**src/rtl/mu_pkg.sv**
```systemverilog
package mu_pkg;
  // word indices within a side's register window (byte offset / 4)
  localparam int RX_WORD0     = 4;
  localparam int STAT_WORD    = 8;
  localparam int CTRL_WORD    = 9;
  // single-bit controls and status
  localparam int RST_REQ_BIT  = 5;
  localparam int RST_BUSY_BIT = 7;
  // group bases; channel 0 sits at the top of each 4-bit group
  localparam int CH_SLOTS     = 4;
  localparam int GR_BASE      = 16;
  localparam int TE_BASE      = 20;
  localparam int RF_BASE      = 24;
  localparam int GP_BASE      = 28;

  function automatic int mirror(int base, int ch);
    return base + (CH_SLOTS - 1 - ch);
  endfunction
endpackage

```
**src/rtl/mu_mailbox_bank.sv**
```systemverilog
module mu_mailbox_bank #(
  parameter int NCH = 4,
  parameter int DW  = 32,
  localparam int IW = (NCH > 1) ? $clog2(NCH) : 1
) (
  input  logic           clk,
  input  logic           rst,
  input  logic           clr,
  input  logic [NCH-1:0] wr_en,
  input  logic [DW-1:0]  wr_word,
  input  logic [NCH-1:0] rd_en,
  input  logic [IW-1:0]  rd_idx,
  output logic [NCH-1:0] full,
  output logic [DW-1:0]  rd_word
);
  logic [DW-1:0] mem [NCH];
  logic [IW-1:0] wr_idx;
  logic          wr_any;

  always_comb begin
    wr_idx = '0;
    for (int n = 0; n < NCH; n++)
      if (wr_en[n]) wr_idx = IW'(n);
    wr_any = (|wr_en) && !clr;
  end

  // storage without reset so it maps onto RAM
  always_ff @(posedge clk) begin
    if (wr_any) mem[wr_idx] <= wr_word;
  end

  // an empty slot reads as zero
  assign rd_word = full[rd_idx] ? mem[rd_idx] : '0;

  // write (set) has priority over read (clear)
  always_ff @(posedge clk) begin
    for (int n = 0; n < NCH; n++) begin
      if (rst || clr)    full[n] <= 1'b0;
      else if (wr_en[n]) full[n] <= 1'b1;
      else if (rd_en[n]) full[n] <= 1'b0;
    end
  end

  assert_wr_onehot_R2: assert property (@(posedge clk) disable iff (rst)
    $onehot0(wr_en));

  for (genvar g = 0; g < NCH; g++) begin : g_chk
    assert_fill_R8: assert property (@(posedge clk) disable iff (rst)
      (wr_en[g] && !clr) |=> full[g]);
    assert_drain_R3: assert property (@(posedge clk) disable iff (rst)
      (rd_en[g] && !wr_en[g] && !clr) |=> !full[g]);
  end
endmodule

```
**src/rtl/mu_doorbell.sv**
```systemverilog
module mu_doorbell #(
  parameter int NCH = 4
) (
  input  logic           clk,
  input  logic           rst,
  input  logic           clr,
  input  logic [NCH-1:0] ring_set,
  input  logic [NCH-1:0] ack_clr,
  output logic [NCH-1:0] ring
);
  always_ff @(posedge clk) begin
    for (int n = 0; n < NCH; n++) begin
      if (rst || clr)       ring[n] <= 1'b0;
      else if (ring_set[n]) ring[n] <= 1'b1;
      else if (ack_clr[n])  ring[n] <= 1'b0;
    end
  end

  for (genvar g = 0; g < NCH; g++) begin : g_chk
    assert_ring_set_R8: assert property (@(posedge clk) disable iff (rst)
      (ring_set[g] && !clr) |=> ring[g]);
    assert_ring_hold_R5: assert property (@(posedge clk) disable iff (rst)
      (ring[g] && !ack_clr[g] && !clr) |=> ring[g]);
  end
endmodule

```
**src/rtl/mu_reset_seq.sv**
```systemverilog
module mu_reset_seq #(
  parameter int RST_CYCLES = 4,
  localparam int CW = $clog2(RST_CYCLES + 1)
) (
  input  logic clk,
  input  logic rst,
  input  logic start,
  output logic busy
);
  logic [CW-1:0] cnt;

  always_ff @(posedge clk) begin
    if (rst) begin
      busy <= 1'b0;
      cnt  <= '0;
    end else if (!busy) begin
      if (start) begin
        busy <= 1'b1;
        cnt  <= CW'(RST_CYCLES - 1);
      end
    end else if (cnt == '0) begin
      busy <= 1'b0;
    end else begin
      cnt <= cnt - 1'b1;
    end
  end

  assert_busy_start_R9: assert property (@(posedge clk) disable iff (rst)
    (start && !busy) |=> busy);
  assert_cnt_bound_R9: assert property (@(posedge clk) disable iff (rst)
    busy |-> (cnt <= CW'(RST_CYCLES - 1)));
endmodule

```
**src/rtl/mu_side_port.sv**
```systemverilog
module mu_side_port #(
  parameter int NCH = 4,
  parameter int DW  = 32,
  parameter int AW  = 6,
  localparam int WW = AW - 2,
  localparam int IW = (NCH > 1) ? $clog2(NCH) : 1
) (
  input  logic           clk,
  input  logic           rst,
  input  logic           clr,
  input  logic           busy,
  input  logic           req,
  input  logic           we,
  input  logic [AW-1:0]  addr,
  input  logic [DW-1:0]  wdata,
  output logic [DW-1:0]  rdata,
  output logic           irq,
  output logic [NCH-1:0] tx_wr,
  output logic [DW-1:0]  tx_word,
  input  logic [NCH-1:0] tx_full,
  output logic [NCH-1:0] rx_rd,
  output logic [IW-1:0]  rx_idx,
  input  logic [DW-1:0]  rx_word,
  input  logic [NCH-1:0] rx_full,
  output logic [NCH-1:0] ring_set,
  input  logic [NCH-1:0] ring_out,
  output logic [NCH-1:0] ack_clr,
  input  logic [NCH-1:0] ring_in,
  output logic           rst_req
);
  import mu_pkg::*;

  logic [WW-1:0]  word;
  logic           wr_ok, rd_ok, ctl_wr;
  logic [NCH-1:0] tie, rie, gie;
  logic [DW-1:0]  stat_w, ctrl_w, rd_mux;

  assign word    = addr[AW-1:2];
  assign tx_word = wdata;
  assign rx_idx  = IW'(word - WW'(RX_WORD0));

  // access decode
  always_comb begin
    wr_ok    = req && we && !busy;
    rd_ok    = req && !we;
    tx_wr    = '0;
    rx_rd    = '0;
    ring_set = '0;
    ack_clr  = '0;
    rst_req  = 1'b0;
    ctl_wr   = 1'b0;
    for (int n = 0; n < NCH; n++) begin
      tx_wr[n] = wr_ok && (word == WW'(n));
      rx_rd[n] = rd_ok && !busy && (word == WW'(RX_WORD0 + n));
    end
    if (wr_ok && word == WW'(STAT_WORD))
      for (int n = 0; n < NCH; n++) ack_clr[n] = wdata[mirror(GP_BASE, n)];
    if (wr_ok && word == WW'(CTRL_WORD)) begin
      if (wdata[RST_REQ_BIT]) rst_req = 1'b1;
      else begin
        ctl_wr = 1'b1;
        for (int n = 0; n < NCH; n++) ring_set[n] = wdata[mirror(GR_BASE, n)];
      end
    end
  end

  // status and control views
  always_comb begin
    stat_w = '0;
    ctrl_w = '0;
    stat_w[RST_BUSY_BIT] = busy;
    for (int n = 0; n < NCH; n++) begin
      stat_w[mirror(TE_BASE, n)] = !tx_full[n];
      stat_w[mirror(RF_BASE, n)] = rx_full[n];
      stat_w[mirror(GP_BASE, n)] = ring_in[n];
      ctrl_w[mirror(GR_BASE, n)] = ring_out[n];
      ctrl_w[mirror(TE_BASE, n)] = tie[n];
      ctrl_w[mirror(RF_BASE, n)] = rie[n];
      ctrl_w[mirror(GP_BASE, n)] = gie[n];
    end
  end

  always_comb begin
    rd_mux = '0;
    if (word == WW'(STAT_WORD))      rd_mux = stat_w;
    else if (word == WW'(CTRL_WORD)) rd_mux = ctrl_w;
    else if (word >= WW'(RX_WORD0) && word < WW'(RX_WORD0 + NCH)) rd_mux = rx_word;
  end

  // interrupt enables
  always_ff @(posedge clk) begin
    if (rst || clr) begin
      tie <= '0;
      rie <= '0;
      gie <= '0;
    end else if (ctl_wr) begin
      for (int n = 0; n < NCH; n++) begin
        tie[n] <= wdata[mirror(TE_BASE, n)];
        rie[n] <= wdata[mirror(RF_BASE, n)];
        gie[n] <= wdata[mirror(GP_BASE, n)];
      end
    end
  end

  always_ff @(posedge clk) begin
    if (rst)        rdata <= '0;
    else if (rd_ok) rdata <= rd_mux;
  end

  always_ff @(posedge clk) begin
    if (rst || clr) irq <= 1'b0;
    else irq <= |((~tx_full & tie) | (rx_full & rie) | (ring_in & gie));
  end

  assert_irq_quiet_R7: assert property (@(posedge clk) disable iff (rst)
    ((tie | rie | gie) == '0) |=> !irq);
endmodule

```
**src/rtl/ipc_msg_unit.sv**
```systemverilog
module ipc_msg_unit #(
  parameter int NCH        = 4,
  parameter int DW         = 32,
  parameter int AW         = 6,
  parameter int RST_CYCLES = 4,
  localparam int IW = (NCH > 1) ? $clog2(NCH) : 1
) (
  input  logic          clk,
  input  logic          rst,
  input  logic          a_req,
  input  logic          a_we,
  input  logic [AW-1:0] a_addr,
  input  logic [DW-1:0] a_wdata,
  output logic [DW-1:0] a_rdata,
  output logic          a_irq,
  input  logic          b_req,
  input  logic          b_we,
  input  logic [AW-1:0] b_addr,
  input  logic [DW-1:0] b_wdata,
  output logic [DW-1:0] b_rdata,
  output logic          b_irq
);
  logic           busy, clr, a_rst_req, b_rst_req;
  logic [NCH-1:0] a_tx_wr, b_tx_wr, a_rx_rd, b_rx_rd;
  logic [DW-1:0]  a_tx_word, b_tx_word, ab_word, ba_word;
  logic [IW-1:0]  a_rx_idx, b_rx_idx;
  logic [NCH-1:0] ab_full, ba_full;
  logic [NCH-1:0] a_ring_set, b_ring_set, a_ack, b_ack, ab_ring, ba_ring;

  // request cycle clears too, so the next read already sees the reset state
  assign clr = busy | a_rst_req | b_rst_req;

  mu_reset_seq #(.RST_CYCLES(RST_CYCLES)) u_rst (
    .clk(clk), .rst(rst), .start(a_rst_req | b_rst_req), .busy(busy));

  mu_mailbox_bank #(.NCH(NCH), .DW(DW)) u_bank_ab (
    .clk(clk), .rst(rst), .clr(clr),
    .wr_en(a_tx_wr), .wr_word(a_tx_word),
    .rd_en(b_rx_rd), .rd_idx(b_rx_idx),
    .full(ab_full), .rd_word(ab_word));

  mu_mailbox_bank #(.NCH(NCH), .DW(DW)) u_bank_ba (
    .clk(clk), .rst(rst), .clr(clr),
    .wr_en(b_tx_wr), .wr_word(b_tx_word),
    .rd_en(a_rx_rd), .rd_idx(a_rx_idx),
    .full(ba_full), .rd_word(ba_word));

  mu_doorbell #(.NCH(NCH)) u_db_ab (
    .clk(clk), .rst(rst), .clr(clr),
    .ring_set(a_ring_set), .ack_clr(b_ack), .ring(ab_ring));

  mu_doorbell #(.NCH(NCH)) u_db_ba (
    .clk(clk), .rst(rst), .clr(clr),
    .ring_set(b_ring_set), .ack_clr(a_ack), .ring(ba_ring));

  mu_side_port #(.NCH(NCH), .DW(DW), .AW(AW)) u_port_a (
    .clk(clk), .rst(rst), .clr(clr), .busy(busy),
    .req(a_req), .we(a_we), .addr(a_addr), .wdata(a_wdata),
    .rdata(a_rdata), .irq(a_irq),
    .tx_wr(a_tx_wr), .tx_word(a_tx_word), .tx_full(ab_full),
    .rx_rd(a_rx_rd), .rx_idx(a_rx_idx), .rx_word(ba_word), .rx_full(ba_full),
    .ring_set(a_ring_set), .ring_out(ab_ring),
    .ack_clr(a_ack), .ring_in(ba_ring),
    .rst_req(a_rst_req));

  mu_side_port #(.NCH(NCH), .DW(DW), .AW(AW)) u_port_b (
    .clk(clk), .rst(rst), .clr(clr), .busy(busy),
    .req(b_req), .we(b_we), .addr(b_addr), .wdata(b_wdata),
    .rdata(b_rdata), .irq(b_irq),
    .tx_wr(b_tx_wr), .tx_word(b_tx_word), .tx_full(ba_full),
    .rx_rd(b_rx_rd), .rx_idx(b_rx_idx), .rx_word(ab_word), .rx_full(ab_full),
    .ring_set(b_ring_set), .ring_out(ba_ring),
    .ack_clr(b_ack), .ring_in(ab_ring),
    .rst_req(b_rst_req));

  assert_unit_clear_R9: assert property (@(posedge clk) disable iff (rst)
    clr |=> (ab_full == '0 && ba_full == '0 && ab_ring == '0 && ba_ring == '0));
endmodule

```
**config.mk**
```make
export PLATFORM = sky130hd
export DESIGN_NAME = ipc_msg_unit
export DESIGN_NICKNAME = d
export VERILOG_FILES = /design/src/rtl/mu_pkg.sv /design/src/rtl/mu_mailbox_bank.sv /design/src/rtl/mu_doorbell.sv /design/src/rtl/mu_reset_seq.sv /design/src/rtl/mu_side_port.sv /design/src/rtl/ipc_msg_unit.sv
export SDC_FILE = /design/constraint.sdc
export NUM_CORES = 1
export LEC_CHECK = 0
export BUFFER_PORTS_ARGS = -buffer_cell sky130_fd_sc_hd__buf_4
export CORE_AREA = 8 8 172 174
export CTS_CLUSTER_SIZE = 20
export DETAILED_ROUTE_END_ITERATION = 10
export DIE_AREA = 0 0 180 182
export PLACE_DENSITY = 0.85
export SYNTH_ARGS = -nofsm -noshare
export SYNTH_HDL_FRONTEND = slang
export SYNTH_HIERARCHICAL = 1
export SYNTH_SLANG_ARGS = --single-unit
```
**constraint.sdc**
```tcl
create_clock -name clk -period 5.9 [get_ports clk]
set_input_delay 1.18 -clock clk [delete_from_list [all_inputs] [get_ports clk]]
set_output_delay 1.18 -clock clk [all_outputs]
set_load 0.02 [all_outputs]
```
==> impl_metrics.json <==
{
  "async_flop_share": 0,
  "grt_pass1_wl_um": 54100,
  "drive_above_1_share": 0.230,
  "slew-limit-headroom": 0.511,
  "post-synth-top-count-cell": "edfxtp_1",
  "status": "complete, no violations",
  "wl_um": 35700,
  "clk_latency_ns": 0.52,
  "grt_pass1_vias": 9424,
  "final_antenna_net_count": 0,
  "drcViolationCount": 0,
  "post-cts-setup-buffers": 0,
  "hold_class": "reg -> reg",
  "cts-root-buf": "clkbuf_16",
  "rows": 60,
  "grt_usage": 0.212,
  "p_leak_nw": 6.29,
  "place_ws_ns": 1.47,
  "routedWlPerCell_um": 23.8,
  "cts.reportedPaths.clkPinSlew_ns": 0.06,
  "mappedNetlistArea_mm2": 0.0156,
  "portBuffers": 143,
  "peakVddDrop_uv": 295,
  "netlist_instances": 1055,
  "cts_buffers": 37,
  "ys_ff_latch": 366,
  "die-height_um": 182,
  "setup_viol": 0,
  "finalNonFillerCells": 1496,
  "fmax_mhz": 253,
  "cts.sinks": 366,
  "yosys_warnings": 6,
  "rsz0062_at_grt": "false",
  "dieArea_mm2": 0.0328,
  "overflow": 0,
  "synth_flop_cell": "edfxtp_1",
  "post-route-period-util": 0.671,
  "yosysTopAreaCell": "edfxtp_1",
  "cp_cell_sequence": "buf_4, and4bb_1, and3_1, or3_1, or3_1, nor3_2, buf_4",
  "nets": 1211,
  "path_class": "in -> reg",
  "critPathMaxFanout": 41,
  "required_ns": 6.05,
  "synthDistinctLibCells": 50,
  "cp-end-kind": "flip-flop",
  "gp_congestion": 0.879,
  "final_max_slew_viol_count": 0,
  "seq_area_frac_synth": 0.633,
  "clockBufferDepth": 3,
  "worst_pin_slew_ns": 0.734,
  "cpPeakStageDelay_ns": 0.59,
  "r2r_cells": 6,
  "cts_resized": 0,
  "synth-edff-count": 256,
  "post-dp-hpwl_um": 22900,
  "vias": 9173,
  "diodes": 0,
  "synthTopCellsByCount": "edfxtp_1, dfxtp_1, buf_4",
  "core_area_mm2": 0.0267,
  "cts_hold_buf": 0,
  "ios": 148,
  "setup_slack_ns": 1.94,
  "cpMaxStageDelayCell": "or3_1",
  "min_path_cells": 2,
  "postSynthAreaPerCell_um2": 14.8,
  "placed_cells": 1429,
  "synth.area.top_cells": "edfxtp_1, dfxtp_1, mux4_1",
  "max_cap_violations": 0,
  "tns_ns": 0,
  "antenna_found_initial": 0,
  "synth_nets": 1139,
  "fin_crit_ns": 3.96,
  "initial_utilization": 0.587,
  "dr.pass1.iters": 6,
  "synth.top_cell.area_share": 0.492,
  "cts_tree": "yes",
  "cp-start-kind": "input port",
  "fin_skew_ns": 0.0130,
  "area_delta_synth_final_pct": 12.7,
  "hold_viol": 0,
  "viasPerCell": 6.13,
  "crit_arrival_ns": 4.11,
  "cts.htree.levels": 2,
  "p_per_area_mw_per_mm2": 306,
  "grt_max_degree": 46,
  "fp.dieW_um": 180,
  "drtIter0Drc": 827
}
[final timing paths]
path,to,from,slack (ns)
setup / recovery,u_bank_ab/mem[0][28]$_DFFE_PP_,a_addr[3],1.94
hold / removal,u_port_b/rdata[19]$_SDFFE_PP0P_,u_port_b/rdata[19]$_SDFFE_PP0P_,0.47
setup reg to reg,u_bank_ab/mem[0][28]$_DFFE_PP_,u_rst/busy$_SDFF_PP0_,2.58
hold reg to reg,u_port_b/rdata[19]$_SDFFE_PP0P_,u_port_b/rdata[19]$_SDFFE_PP0P_,0.47
[state kept, by name, indices dropped and copies added (netlist names), 32 cells and up]
register        flops
u_port_b/rdata     32
u_port_a/rdata     32
u_bank_ba/mem     128
u_bank_ab/mem     128
[cell usage in the layout (no fill, tap or decap), types with 14 or more instances in the layout]
cell / synthesis / routed
edfxtp_1: 256 / 256
buf_4: 68 / 161
dfxtp_1: 110 / 110
mux4_1: 64 / 64
nand2_1: 62 / 62
nor2_1: 64 / 60
and2_1: 52 / 52
a22oi_1: 42 / 42
clkbuf_16: 0 / 39
nand3_1: 30 / 30
nand2b_1: 26 / 26
mux2i_1: 24 / 24
inv_1: 23 / 23
and2_4: 20 / 20
a221oi_1: 18 / 18
a21oi_1: 17 / 17
o31ai_1: 16 / 16
clkbuf_1: 21 / 14
[cell families after synthesis]
family	count (synthesis)	synth area share
flip-flops	366	0.633
buffers and inverters	153	0.0651
multiplexers	90	0.126
adder cells (fa/ha/maj)	2	0.00160
AND/OR/NAND/NOR	309	0.109
AO/OA/AOI/OAI	135	0.0662
[stage by stage]
step	cell area (µm²)	total power (W)	utilization	hold WS [ns]
floorplan	15600	0.00301	-	0.447
global placement	16400	0.00307	0.615	0.456
detailed placement	16400	0.00308	0.615	0.462
CTS	17600	0.00542	0.661	0.470
global route	17600	0.00554	0.661	0.504
finish	17600	0.00539	0.661	0.469
[per-layer routing]
layer	vias to the layer above	GRT usage	wire length, µm
li1	4111	-	-
met1	4519	0.254	13900
met4	0	0.101	1500
met2	453	0.366	17800
met3	90	0.0401	2420
met5	-	0	0
[critical path: cells and delay by family]
family | cells | cell delay (ns)
and+or+nand+nor | 5 | 1.99
buffers and inverters | 2 | 0.87
[cell type report]
class                      count  area (µm²)
inverter                      25        93.8
multi-input combinational    536        4760
timing repair buffer         161        1210
clock inverter                10         155
sequential                   366        9890
clock buffer                  57        1080
fill                        1731        9030
tap                          341         427
[power breakdown]
group	switching (W)	internal, W	leakage, nW	total [W]
registers	0.0000106	0.00277	3.19	0.00278
logic	0.000144	0.000102	2.50	0.000246
clock network	0.000925	0.00144	0.600	0.00237
total	0.00108	0.00431	6.29	0.00539
Note: power is estimated with default switching activity, not from simulation.
